[src/rtl/lcl_tmr_pkg.sv]
package lcl_tmr_pkg;
    localparam int DATA_W   = 32;
    localparam int ADDR_W   = 3;
    localparam int VEC_W    = 8;
    localparam int CODE_W   = 3;

    localparam logic [ADDR_W-1:0] IDX_CTRL = 3'd0;
    localparam logic [ADDR_W-1:0] IDX_LVT  = 3'd1;
    localparam logic [ADDR_W-1:0] IDX_INIT = 3'd2;
    localparam logic [ADDR_W-1:0] IDX_CUR  = 3'd3;
    localparam logic [ADDR_W-1:0] IDX_DIV  = 3'd4;
    localparam logic [ADDR_W-1:0] IDX_ACK  = 3'd5;

    localparam int LVT_MASK_BIT = 16;
    localparam int LVT_PER_BIT  = 17;
    localparam int DIV_HI_BIT   = 3;

    // rotated mapping: the shift amount is code + 1, wrapping at 2**CODE_W
    function automatic logic [CODE_W-1:0] div_shift(input logic [CODE_W-1:0] code);
        return code + 1'b1;
    endfunction
endpackage

[src/rtl/lcl_tmr_prescale.sv]
module lcl_tmr_prescale #(
    parameter int CODE_W = 3
) (
    input  logic              clk,
    input  logic              rst_n,
    input  logic              restart,
    input  logic              run,
    input  logic [CODE_W-1:0] code,
    output logic              tick
);
    localparam int PRE_W = (1 << CODE_W) - 1;

    logic [PRE_W-1:0]  pre_d, pre_q, sel_mask;
    logic [CODE_W-1:0] shift;

    always_comb begin
        shift = lcl_tmr_pkg::div_shift(code);
        for (int i = 0; i < PRE_W; i++) begin
            sel_mask[i] = (i < int'(shift));
        end
        tick  = run && ((pre_q & sel_mask) == sel_mask);
        pre_d = pre_q;
        if (restart)  pre_d = '0;
        else if (run) pre_d = pre_q + 1'b1;
    end

    always_ff @(posedge clk or negedge rst_n) begin
        if (!rst_n) pre_q <= '0;
        else        pre_q <= pre_d;
    end
endmodule

[src/rtl/lcl_tmr_down.sv]
module lcl_tmr_down #(
    parameter int CNT_W = 32
) (
    input  logic             clk,
    input  logic             rst_n,
    input  logic             load,
    input  logic [CNT_W-1:0] load_val,
    input  logic             tick,
    input  logic             periodic,
    input  logic [CNT_W-1:0] reload_val,
    output logic [CNT_W-1:0] cur,
    output logic             expire
);
    logic [CNT_W-1:0] cur_d, cur_q;

    always_comb begin
        expire = tick && (cur_q == CNT_W'(1));
        cur_d  = cur_q;
        if (load)        cur_d = load_val;
        else if (expire) cur_d = periodic ? reload_val : '0;
        else if (tick)   cur_d = cur_q - 1'b1;
    end

    always_ff @(posedge clk or negedge rst_n) begin
        if (!rst_n) cur_q <= '0;
        else        cur_q <= cur_d;
    end

    assign cur = cur_q;
endmodule

[src/rtl/lcl_tick_timer.sv]
module lcl_tick_timer
    import lcl_tmr_pkg::*;
#(
    parameter int DW = DATA_W,
    parameter int AW = ADDR_W,
    parameter int VW = VEC_W
) (
    input  logic          clk,
    input  logic          rst_n,
    input  logic          reg_we,
    input  logic [AW-1:0] reg_addr,
    input  logic [DW-1:0] reg_wdata,
    output logic [DW-1:0] reg_rdata,
    output logic          irq_req,
    output logic [VW-1:0] irq_vector
);
    typedef struct packed {
        logic              en;
        logic [VW-1:0]     vec;
        logic              mask;
        logic              periodic;
        logic [DW-1:0]     init;
        logic [1:0]        dlo;
        logic              dhi;
        logic              pend;
    } tmr_state_t;

    tmr_state_t    st_d, st_q;
    logic          load, run, tick, expire;
    logic [DW-1:0] cur;
    logic [CODE_W-1:0] code;

    assign load = reg_we && (reg_addr == IDX_INIT);
    assign run  = st_q.en && (cur != '0) && !load;
    assign code = {st_q.dhi, st_q.dlo};

    lcl_tmr_prescale #(.CODE_W(CODE_W)) u_pre (
        .clk(clk), .rst_n(rst_n), .restart(load), .run(run),
        .code(code), .tick(tick)
    );

    lcl_tmr_down #(.CNT_W(DW)) u_down (
        .clk(clk), .rst_n(rst_n), .load(load), .load_val(reg_wdata),
        .tick(tick), .periodic(st_q.periodic), .reload_val(st_q.init),
        .cur(cur), .expire(expire)
    );

    always_comb begin
        st_d = st_q;
        if (reg_we) begin
            unique case (reg_addr)
                IDX_CTRL: st_d.en = reg_wdata[0];
                IDX_LVT: begin
                    st_d.vec      = reg_wdata[VW-1:0];
                    st_d.mask     = reg_wdata[LVT_MASK_BIT];
                    st_d.periodic = reg_wdata[LVT_PER_BIT];
                end
                IDX_INIT: st_d.init = reg_wdata;
                IDX_DIV: begin
                    st_d.dlo = reg_wdata[1:0];
                    st_d.dhi = reg_wdata[DIV_HI_BIT];
                end
                IDX_ACK: st_d.pend = 1'b0;
                default: ;
            endcase
        end
        // an expiry in the same cycle as an acknowledge wins
        if (expire && !st_q.mask) st_d.pend = 1'b1;
    end

    always_ff @(posedge clk or negedge rst_n) begin
        if (!rst_n) begin
            st_q      <= '0;
            st_q.mask <= 1'b1;
        end else begin
            st_q <= st_d;
        end
    end

    always_comb begin
        reg_rdata = '0;
        unique case (reg_addr)
            IDX_CTRL: reg_rdata[0] = st_q.en;
            IDX_LVT: begin
                reg_rdata[VW-1:0]         = st_q.vec;
                reg_rdata[LVT_MASK_BIT]   = st_q.mask;
                reg_rdata[LVT_PER_BIT]    = st_q.periodic;
            end
            IDX_INIT: reg_rdata = st_q.init;
            IDX_CUR:  reg_rdata = cur;
            IDX_DIV: begin
                reg_rdata[1:0]        = st_q.dlo;
                reg_rdata[DIV_HI_BIT] = st_q.dhi;
            end
            default: ;
        endcase
    end

    assign irq_req    = st_q.pend;
    assign irq_vector = st_q.vec;
endmodule

[config.mk]
export PLATFORM = sky130hd
export DESIGN_NAME = lcl_tick_timer
export DESIGN_NICKNAME = d
export VERILOG_FILES = /design/src/rtl/lcl_tmr_pkg.sv /design/src/rtl/lcl_tmr_prescale.sv /design/src/rtl/lcl_tmr_down.sv /design/src/rtl/lcl_tick_timer.sv
export SDC_FILE = /design/constraint.sdc
export NUM_CORES = 1
export LEC_CHECK = 0
export BUFFER_PORTS_ARGS = -buffer_cell sky130_fd_sc_hd__buf_4
export CAP_MARGIN = 20
export CORE_UTILIZATION = 60
export DETAILED_ROUTE_END_ITERATION = 12
export PLACE_DENSITY = 0.9
export SLEW_MARGIN = 20
export SYNTH_ARGS = -nofsm -noshare
export SYNTH_HDL_FRONTEND = slang
export SYNTH_SLANG_ARGS = --single-unit
[constraint.sdc]
create_clock -name clk -period 5.5 [get_ports clk]
set_input_delay 0.55 -clock clk [delete_from_list [all_inputs] [get_ports clk]]
set_output_delay 0.55 -clock clk [all_outputs]
set_load 0.03 [all_outputs]
==> key figures, run 1 <==
STA
  – Clock Skew: 0.0104 ns
  – Tcrit/Tclk final: 0.722
  – Max Freq: 0.252 GHz
  – # setup viols final: 0
  – RSZ-0062 raised after global routing: false
  – Max Transition Viols Final: 0
  – Setup TNS: 0 ns
  – Slew @ Worst Pin: 1.03 ns
  – Hold Vio Cnt, Final: 0
  – Slew HR: 0.308
  – Final WS setup: 1.53 ns
  – Min Tclk post-route: 3.97 ns

Drt
  – # DRC: 0
  – Drt wl/cell: 18.5 µm
  – Vias/cell: 6.48
  – DR WL met3: 1040 µm
  – Antenna Nets Post-Route: 0
  – First-pass DRT Iterations: 5
  – Vias after detailed routing: 4,830
  – Top sig layer: met4
  – DR WL met2: 6780 µm
  – Routed WL: 13,800 µm
  – DR iter-0 viols: 484
  – Metal-1 WL: 5600 µm

Setup path
  – Crit-path max cell delay: 0.96 ns
  – Worst reg-to-reg path cell count: 7
  – Reg2reg setup slack: 1.53 ns
  – Slowest-stage cell, CP: or4_1
  – CP cell instances: or4_1, nor4_4, nand4_2, or4_1, a21oi_1, a211oi_1, a221o_1
  – Critical path arrival: 4.22 ns
  – RR Endpoint: u_down.cur[30]
  – Crit path buf inv count: 0
  – Family with the most delay on the worst path: simple AND/OR/NAND/NOR gates
  – Most Frequent Cell on Critical Path: or4_1
  – Crit path kind: reg -> reg
  – CP max FO: 24
  – R2r startpoint: u_down.cur[21]
  – Crit end category: flip-flop
  – Critical path required time: 5.75 ns
  – Startpoint Class: flip-flop

Synth
  – Synth async-reset ratio: 1.00
  – YS warnings: 0
  – Mean Syn Cell Area: 8.64 µm²
  – Syn Inst Count: 592
  – Main flop type after synthesis: dfrtp_1
  – Synth Register Bits: 86
  – Register area share after synthesis: 0.421
  – Post-synth EDFFs: 0
  – Yosys cell types: 55
  – Post-Syn Nets: 635
  – Synth Cell Area: 5120 µm²

Layout
  – Non-Filler Instances: 745
  – Fin util: 0.714
  – Final nets: 678
  – Finished Cell Area: 5870 µm²
  – Ant diodes: 0
  – P&R area growth vs syn: 14.7%
  – Most frequent cells in the layout: nand2_1, dfrtp_1, buf_4
  – Most common cell after layout, fill and taps aside: nand2_1
  – Filler cell count: 609
  – Layout cell share with drive strength beyond 1: 0.205

Pwr
  – Combinational power share: 0.343
  – Sequential power share: 0.452
  – Leakage: 0.00263 µW
  – Internal Power: 1470 µW
  – Pwr dens: 416 nW/µm²
  – Sw Pwr: 974 µW
  – Largest vdd supply drop: 183 µV
  – Clk network pwr share: 0.205
  – Sw Share: 0.399

Status
  – Status: finished, final reports clean

CTS
  – Post-CTS setup buffers: 0
  – CTS H-tree lvls: 3
  – Cts bufs inserted: 9
  – Root Buffer Master: clkbuf_8
  – Clk slew on worst S/H paths: 0.09 ns
  – Longest Clk Path Bufs: 2
  – Hold_buf cts: 0
  – Worst-skew pair later-pin latency: 0.36 ns
  – Clock sink count: 86
  – Cts repair resizes: 0
  – CTS tree: yes

GRT
  – Total Routing Usage GR: 0.324
  – Initial antenna violation count: 0
  – Overflow after GRT: 0
  – First-pass GRT wire length: 22,100 µm
  – Vias in the first global route: 4,565
  – Largest net degree at the start of global routing: 87

Floorplanning
  – Row count: 33
  – Die area: 8900 µm²
  – Vert. Die Dim: 94.3 µm
  – Initial core utilization: 0.623
  – IO Pins: 79
  – CORE AREA: 8220 µm²
  – Die width: 94.3 µm

Run
  – Max Cap Viol: 0

Placed design
  – Routability Congestion: 0.852
  – Placed insts: 729
  – IO buf count: 78
  – Pre-CTS setup slack: 1.67 ns
  – HPWL after DPL: 9120 µm
  – Placed inst area: 5640 µm²

Worst hold path
  – Min-delay worst type: in -> async
flip-flops by register name, summed over array words and instances, names as in the netlist:
signal       count
st_q            35
irq_req          1
u_down.cur      32
irq_vector       8
code             3
u_pre.pre_q      7
worst max-delay path by stage:
stage	start	to	slack, ns	cells past startpoint
2_1_floorplan	u_down.cur[21]	u_down.cur[19]	2.76	9
3_3_place_gp	reg_addr[0]	u_down.cur[30]	1.82	7
3_5_place_dp	u_down.cur[21]	u_down.cur[29]	1.67	7
4_1_cts	u_down.cur[21]	u_down.cur[30]	1.62	7
5_1_grt	u_down.cur[21]	u_down.cur[29]	1.37	7
6_report	u_down.cur[21]	u_down.cur[30]	1.53	7
power groups by stage:
stage	registers, µW	logic, µW	clock network (µW)
floorplan	1000	658	0
global placement	1080	782	0
detailed placement	1100	821	0
CTS	1090	830	503
global route	1120	912	527
finish	1100	838	499
kinds of logic after synthesis:
family / after synthesis / share of synthesized area
compound gates: 145 / 0.196
simple gates: 246 / 0.216
buf+inv: 57 / 0.0496
fa+ha+maj: 5 / 0.0122
xor+xnor: 28 / 0.0479
flops: 86 / 0.421
mux: 25 / 0.0570
cells in the mapped netlist, drive strengths merged (4+ instances only):
cell / n / share of area
buf: 16 / 0.020
nand3: 10 / 0.0098
dfrtp: 85 / 0.42
nand2: 135 / 0.099
o31ai: 4 / 0.0059
nand4: 7 / 0.0098
o211ai: 7 / 0.010
and3: 4 / 0.0049
a31oi: 6 / 0.0073
a22o: 22 / 0.038
o21ai: 21 / 0.021
nor2: 39 / 0.029
a211oi: 11 / 0.016
mux2: 23 / 0.051
xor2: 13 / 0.022
nor4: 9 / 0.014
a22oi: 16 / 0.023
a21oi: 37 / 0.038
or3: 4 / 0.0049
inv: 7 / 0.0051
nor3: 17 / 0.017
ha: 5 / 0.012
or4: 6 / 0.0088
clkbuf: 34 / 0.025
xnor2: 15 / 0.026
a221o: 5 / 0.0098
nand2b: 5 / 0.0061
layout make-up:
class / instances / area (µm²) / area share
repair buffers: 82 / 619 / 0.105
flip-flops and latches: 86 / 2150 / 0.367
clock buffers: 10 / 138 / 0.0234
well taps: 105 / 131 / 0.0224
multi-input cells: 449 / 2720 / 0.463
clock inverters: 6 / 85.1 / 0.0145
inverters: 7 / 26.3 / 0.00448
routing by layer:
| layer | track usage | vias up |
|---|---|---|
| met5 | 0 | - |
| met4 | 0.142 | 0 |
| met3 | 0.0596 | 49 |
| met2 | 0.528 | 262 |
| met1 | 0.421 | 2323 |
| li1 | - | 2196 |
stage by stage:
stage / power [µW] / hold slack [ns]
after CTS: 2420 / 0.376
after floorplan: 1660 / 0.254
final: 2440 / 0.248
after global placement: 1860 / 0.481
after detailed placement: 1920 / 0.486
after global routing: 2560 / 0.310
No activity file was read; power rests on OpenSTA's default activity.
==> inputs of run 2 (changes only) <==
CORE_UTILIZATION = 52   (was 60)
PLACE_DENSITY = 0.83   (was 0.9)
clock period = 3.33 ns   (was 5.5 ns; I/O delays follow)
==> run 2 against run 1 <==
  * Maximum frequency up 28%
  * Clock power rose by 47%
  * Sequential share of layout area down 0.58 points
  * Critical path type unchanged
  * First-iteration DRC count shrank 45%
  * Sequential power up 63%
  * Utilization down 7.8 points
  * Highest routed layer unchanged
  * Design area rose by 1.5%
  * Via count is 0.46% lower
  * Wire length fell by 0.77%
==> key figures, run 2 (synthesis results as in run 1) <==
Floorplanning
  – IO Pins: 79 (unchanged)
  – CORE AREA: 9370 µm² (+14%)
  – Die width: 101 µm (+7.3%)
  – Row count: 35 (+6.1%)
  – Vert. Die Dim: 101 µm (+7.3%)
  – Initial core utilization: 0.546 (-0.0767)
  – Die area: 10,200 µm² (+15%)

Drt
  – Vias/cell: 6.17 (-4.8%)
  – First-pass DRT Iterations: 5 (unchanged)
  – Drt wl/cell: 17.6 µm (-5.1%)
  – DR iter-0 viols: 268 (-45%)
  – Antenna Nets Post-Route: 0 (unchanged)
  – # DRC: 0 (unchanged)
  – Vias after detailed routing: 4,808 (-0.46%)
  – Routed WL: 13,700 µm (-0.77%)

CTS
  – Worst-skew pair later-pin latency: 0.36 ns (about the same)
  – CTS tree: yes
  – CTS H-tree lvls: 3 (unchanged)
  – Longest Clk Path Bufs: 2 (unchanged)
  – Cts bufs inserted: 9 (unchanged)
  – Post-CTS setup buffers: 0 (unchanged)
  – Root Buffer Master: clkbuf_8
  – Clock sink count: 86 (unchanged)
  – Hold_buf cts: 0 (unchanged)
  – Clk slew on worst S/H paths: 0.08 ns (about the same)
  – Cts repair resizes: 0 (unchanged)

Setup path
  – Crit end category: flip-flop
  – Critical path arrival: 3.35 ns (-0.87 ns)
  – Startpoint Class: flip-flop
  – Crit path kind: reg -> reg
  – Critical path required time: 3.57 ns (-2.18 ns)
  – CP max FO: 10 (-58%)

Layout
  – P&R area growth vs syn: 16.5%
  – Max FFs per register: 35 (unchanged)
  – Fin util: 0.636 (-0.0784)
  – Layout cell share with drive strength beyond 1: 0.214 (+0.00916)
  – Filler cell count: 795 (+31%)
  – Most frequent cells in the layout: nand2_1, buf_4, dfrtp_1
  – Final nets: 689 (+1.6%)
  – Most flops, register: st_q
  – Ant diodes: 0 (unchanged)
  – Most common cell after layout, fill and taps aside: nand2_1

GRT
  – Largest net degree at the start of global routing: 87 (unchanged)
  – Initial antenna violation count: 0 (unchanged)
  – First-pass GRT wire length: 22,400 µm (+1.6%)
  – Overflow after GRT: 0 (unchanged)
  – Total Routing Usage GR: 0.280 (-0.0435)
  – Vias in the first global route: 4,524 (-0.90%)

STA
  – Clock Skew: 0.0128 ns (+0.00238 ns)
  – Hold Vio Cnt, Final: 0 (unchanged)
  – Slew HR: 0.357 (+0.0486)
  – Setup TNS: 0 ns (unchanged)
  – Slew @ Worst Pin: 0.961 ns (-0.0726 ns)
  – Max Transition Viols Final: 0 (unchanged)
  – RSZ-0062 raised after global routing: false
  – # setup viols final: 0 (unchanged)
  – Max Freq: 0.321 GHz (+28%)
  – Min Tclk post-route: 3.11 ns (-0.858 ns)
  – Tcrit/Tclk final: 0.935 (+0.213)

Pwr
  – Pwr dens: 661 nW/µm² (+59%)
  – Largest vdd supply drop: 376 µV (+110%)
  – Leakage: 0.00268 µW (+1.8%)
  – Design Power: 3940 µW (+62%)

Status
  – Status: finished, final reports clean

Placed design
  – HPWL after DPL: 9480 µm (+3.9%)
  – IO buf count: 78 (unchanged)
  – Routability Congestion: 0.881 (+3.4%)

Worst hold path
  – Min-delay worst type: in -> async

Run
  – Max Cap Viol: 0 (unchanged)
## run 2: cell types whose count changed in the layout (fill, tap and decap cells not counted), sizes merged
cell / change
buf: +11
bufinv: -1
clkbuf: +1
clkinvlp: -1
## run 2: cell type report
type	instances	area (µm²)	area share
multi-input cells	449	2720	0.456
well taps	129	161	0.0271
flip-flops and latches	86	2150	0.361
inverters	7	26.3	0.00441
repair buffers	93	714	0.120
clock inverters	4	47.5	0.00798
clock buffers	11	141	0.0237
## run 2: critical path, cell delays in order, from the launching register on
cell and delay, ns:
dfrtp_1 0.46, or4_1 0.69, nor4_4 0.44, nand4_2 0.15
or4_1 0.60, buf_4 0.25, a211oi_1 0.26, o21ai_0 0.14
## run 2: worst paths after layout
check                      slack (ns)           start  cells after the start             end
max                              0.22  u_down.cur[21]                      7  u_down.cur[20]
min                              0.02           rst_n                      1        st_q[28]
max reg2reg                      0.22  u_down.cur[21]                      7  u_down.cur[20]
min reg2reg                      0.51        st_q[25]                      2        st_q[25]
max in group asynchronous        2.78           rst_n                      1         st_q[7]
min in group clk                 0.17   reg_wdata[24]                      3        st_q[28]
## run 2: routing by layer
metal / wire length (µm) / track usage / vias to the layer above
met1: 5900 / 0.381 / 2365
met4: 296 / 0.0903 / 0
met2: 6700 / 0.457 / 201
li1: - / - / 2210
met5: 0 / 0 / -
met3: 805 / 0.0490 / 32
## run 2: report_power, final
part	internal [µW]	leakage, µW	switching, µW
Sequential	1360	0.00106	430
Combinational	649	0.00153	769
Clock	361	0.0000952	374
## run 2: metrics by stage
| stage | cells | instance area, µm² | worst slack (ns) | hold slack (ns) |
|---|---|---|---|---|
| 6_report | 779 | 5960 | 0.215 | 0.0163 |
| 5_1_grt | 779 | 5960 | 0.0102 | 0.0896 |
| 4_1_cts | 779 | 5960 | 0.223 | 0.167 |
| 3_5_place_dp | 764 | 5770 | 0.240 | 0.491 |
| 3_3_place_gp | 764 | 5770 | 0.398 | 0.477 |
| 2_1_floorplan | 592 | 5120 | 0.588 | 0.0374 |
==> inputs of run 3 (changes only) <==
RECOVER_POWER = 50   (was not set)
==> run 3 against run 2 <==
  * The run now ends with max-capacitance violations, max-slew violations left
  * Worst hold slack improved by 0.16 ns
  * Die area stayed put
  * Clock skew grew 0.0018 ns
  * Setup slack worse by 0.011 ns
  * Power down 0.56%
  * Utilization decreased by 0.63 points
  * Maximum frequency shrank 0.34%
  * Non-clock buffer count stayed put
  * Sequential cell count unchanged
  * Register-to-register slack about the same
  * Critical endpoint unchanged
  * Largest power group unchanged
  * Highest routed layer unchanged
==> key figures, run 3 (synthesis results as in run 1) <==
Status
  – Status: finished, violations left
  – Failing checks: max-capacitance violations, max-slew violations

Pwr
  – Clk network pwr share: 0.187 (about the same)
  – Internal Power: 2350 µW (-0.86%)
  – Leakage: 0.00263 µW (-1.8%)
  – Sw Pwr: 1570 µW (-0.11%)
  – Sw Share: 0.401 (+0.00181)
  – Design Power: 3920 µW (-0.56%)
  – Largest vdd supply drop: 377 µV (+0.35%)
  – Sequential power share: 0.457 (+0.003)
  – Pwr dens: 664 nW/µm² (+0.43%)
  – Combinational power share: 0.356 (-0.004)

Layout
  – Most flops, register: st_q
  – Filler cell count: 812 (+2.1%)
  – Max FFs per register: 35 (unchanged)
  – Final nets: 689 (unchanged)
  – P&R area growth vs syn: 15.4%
  – Ant diodes: 0 (unchanged)
  – Non-Filler Instances: 779 (unchanged)
  – Layout cell share with drive strength beyond 1: 0.194 (-0.0200)
  – FF/Latch Area: 2150 µm² (unchanged)
  – Most common cell after layout, fill and taps aside: nand2_1
  – Fin util: 0.630 (-0.00627)
  – Most frequent cells in the layout: nand2_1, dfrtp_1, buf_4
  – Multi-input logic area: 2710 µm² (-0.28%)

GRT
  – Vias in the first global route: 4,524 (unchanged)
  – First-pass GRT wire length: 22,400 µm (unchanged)
  – Overflow after GRT: 0 (unchanged)
  – Initial antenna violation count: 0 (unchanged)
  – Largest net degree at the start of global routing: 87 (unchanged)
  – Total Routing Usage GR: 0.280 (unchanged)

STA
  – Slew HR: -0.434 (-0.790)
  – RSZ-0062 raised after global routing: false
  – Setup TNS: 0 ns (unchanged)
  – Max Freq: 0.320 GHz (-0.34%)
  – Hold Vio Cnt, Final: 0 (unchanged)
  – Max Transition Viols Final: 109 (+109)
  – Slew @ Worst Pin: 2.15 ns (+1.19 ns)
  – Tcrit/Tclk final: 0.939 (+0.00322)
  – # setup viols final: 0 (unchanged)
  – Clock Skew: 0.0146 ns (+0.00181 ns)
  – Min Tclk post-route: 3.13 ns (+0.0107 ns)

Floorplanning
  – IO Pins: 79 (unchanged)
  – Die width: 101 µm (unchanged)
  – Vert. Die Dim: 101 µm (unchanged)
  – CORE AREA: 9370 µm² (unchanged)
  – Initial core utilization: 0.546 (unchanged)
  – Die area: 10,200 µm² (unchanged)
  – Row count: 35 (unchanged)

Setup path
  – Slowest-stage cell, CP: or4_1
  – Reg2reg setup slack: 0.20 ns (about the same)
  – CP max FO: 10 (unchanged)
  – Critical path arrival: 3.36 ns (about the same)
  – CP cell instances: or4_1, nor4_4, nand4_2, or4_1, buf_4, a211oi_1, o21ai_0
  – Stages on worst setup path: 7 (unchanged)
  – Crit-path max cell delay: 0.69 ns (about the same)
  – Most Frequent Cell on Critical Path: or4_1
  – RR Endpoint: u_down.cur[20]
  – Crit path kind: reg -> reg
  – Critical path required time: 3.56 ns (about the same)
  – R2r startpoint: u_down.cur[21]
  – Crit end category: flip-flop
  – Worst reg-to-reg path cell count: 7 (unchanged)
  – Startpoint Class: flip-flop
  – Family with the most delay on the worst path: simple AND/OR/NAND/NOR gates
  – Crit path buf inv count: 1 (unchanged)

Drt
  – Vias/cell: 6.20 (+0.37%)
  – First-pass DRT Iterations: 4 (-1)
  – Antenna Nets Post-Route: 0 (unchanged)
  – Drt wl/cell: 17.6 µm (+0.27%)
  – DR iter-0 viols: 257 (-4.1%)
  – Routed WL: 13,700 µm (+0.27%)
  – # DRC: 0 (unchanged)
  – Vias after detailed routing: 4,826 (+0.37%)

Worst hold path
  – Hold depth: 3
  – Worst hold start: reg_wdata[24]
  – Min-delay worst type: in -> reg
  – Hold Path End: st_q[28]

CTS
  – Post-CTS setup buffers: 0 (unchanged)
  – Longest Clk Path Bufs: 2 (unchanged)
  – Worst-skew pair later-pin latency: 0.36 ns (about the same)
  – Cts repair resizes: 0 (unchanged)
  – CTS H-tree lvls: 3 (unchanged)
  – Hold_buf cts: 0 (unchanged)
  – Root Buffer Master: clkbuf_8
  – Clk slew on worst S/H paths: 0.08 ns (about the same)
  – Clock sink count: 86 (unchanged)
  – Cts bufs inserted: 9 (unchanged)
  – CTS tree: yes

Run
  – Max Cap Viol: 2 (+2)

Placed design
  – Routability Congestion: 0.881 (unchanged)
  – IO buf count: 78 (unchanged)
  – HPWL after DPL: 9480 µm (unchanged)
  – Placed insts: 764 (unchanged)
[run 3: cell count changes in the layout (fill, tap and decap cells not counted)]
cell | before | now
buf_4 | 91 | 79
buf_6 | 1 | 0
clkbuf_1 | 1 | 13
clkbuf_2 | 0 | 1
nor2_1 | 38 | 39
nor2_4 | 1 | 0
[run 3: worst max-delay path by stage]
stage / start / endpoint
after floorplan: u_down.cur[21] / u_down.cur[24]
after global placement: u_down.cur[21] / u_down.cur[19]
after detailed placement: u_down.cur[21] / u_down.cur[20]
after CTS: u_down.cur[21] / u_down.cur[20]
after global routing: u_down.cur[21] / u_down.cur[20]
final: u_down.cur[21] / u_down.cur[20]
[run 3: cell type report]
class	count	share of cell area
tap	129	0.0273
timing repair buffer	93	0.112
sequential	86	0.365
clock buffer	11	0.0240
inverter	7	0.00445
multi-input combinational	449	0.459
clock inverter	4	0.00806
[run 3: power by group through the flow]
stage,Clock [µW],Sequential [µW],Combinational [µW]
after floorplan,0,1650,1090
after global placement,0,1770,1360
after detailed placement,0,1790,1410
after CTS,746,1770,1410
after global routing,778,1840,1530
final,734,1790,1400
[run 3: worst min-delay path, stage by stage]
cell and delay [ns]:
buf_4 0.08, nand2_1 0.04, nand2_1 0.05
[run 3: routing by layer]
layer | share of wire | track usage | up-vias
li1 | - | - | 2214
met1 | 0.43 | 0.381 | 2400
met2 | 0.49 | 0.457 | 187
met3 | 0.062 | 0.0490 | 25
met4 | 0.019 | 0.0903 | 0
met5 | 0 | 0 | -
[run 3: metrics by stage]
stage,hold WS [ns],cell area [µm²],setup WS (ns)
global placement,0.477,5770,0.398
floorplan,0.0374,5120,0.588
CTS,0.167,5960,0.223
detailed placement,0.491,5770,0.240
finish,0.176,5900,0.205
global route,0.182,5900,0.0102
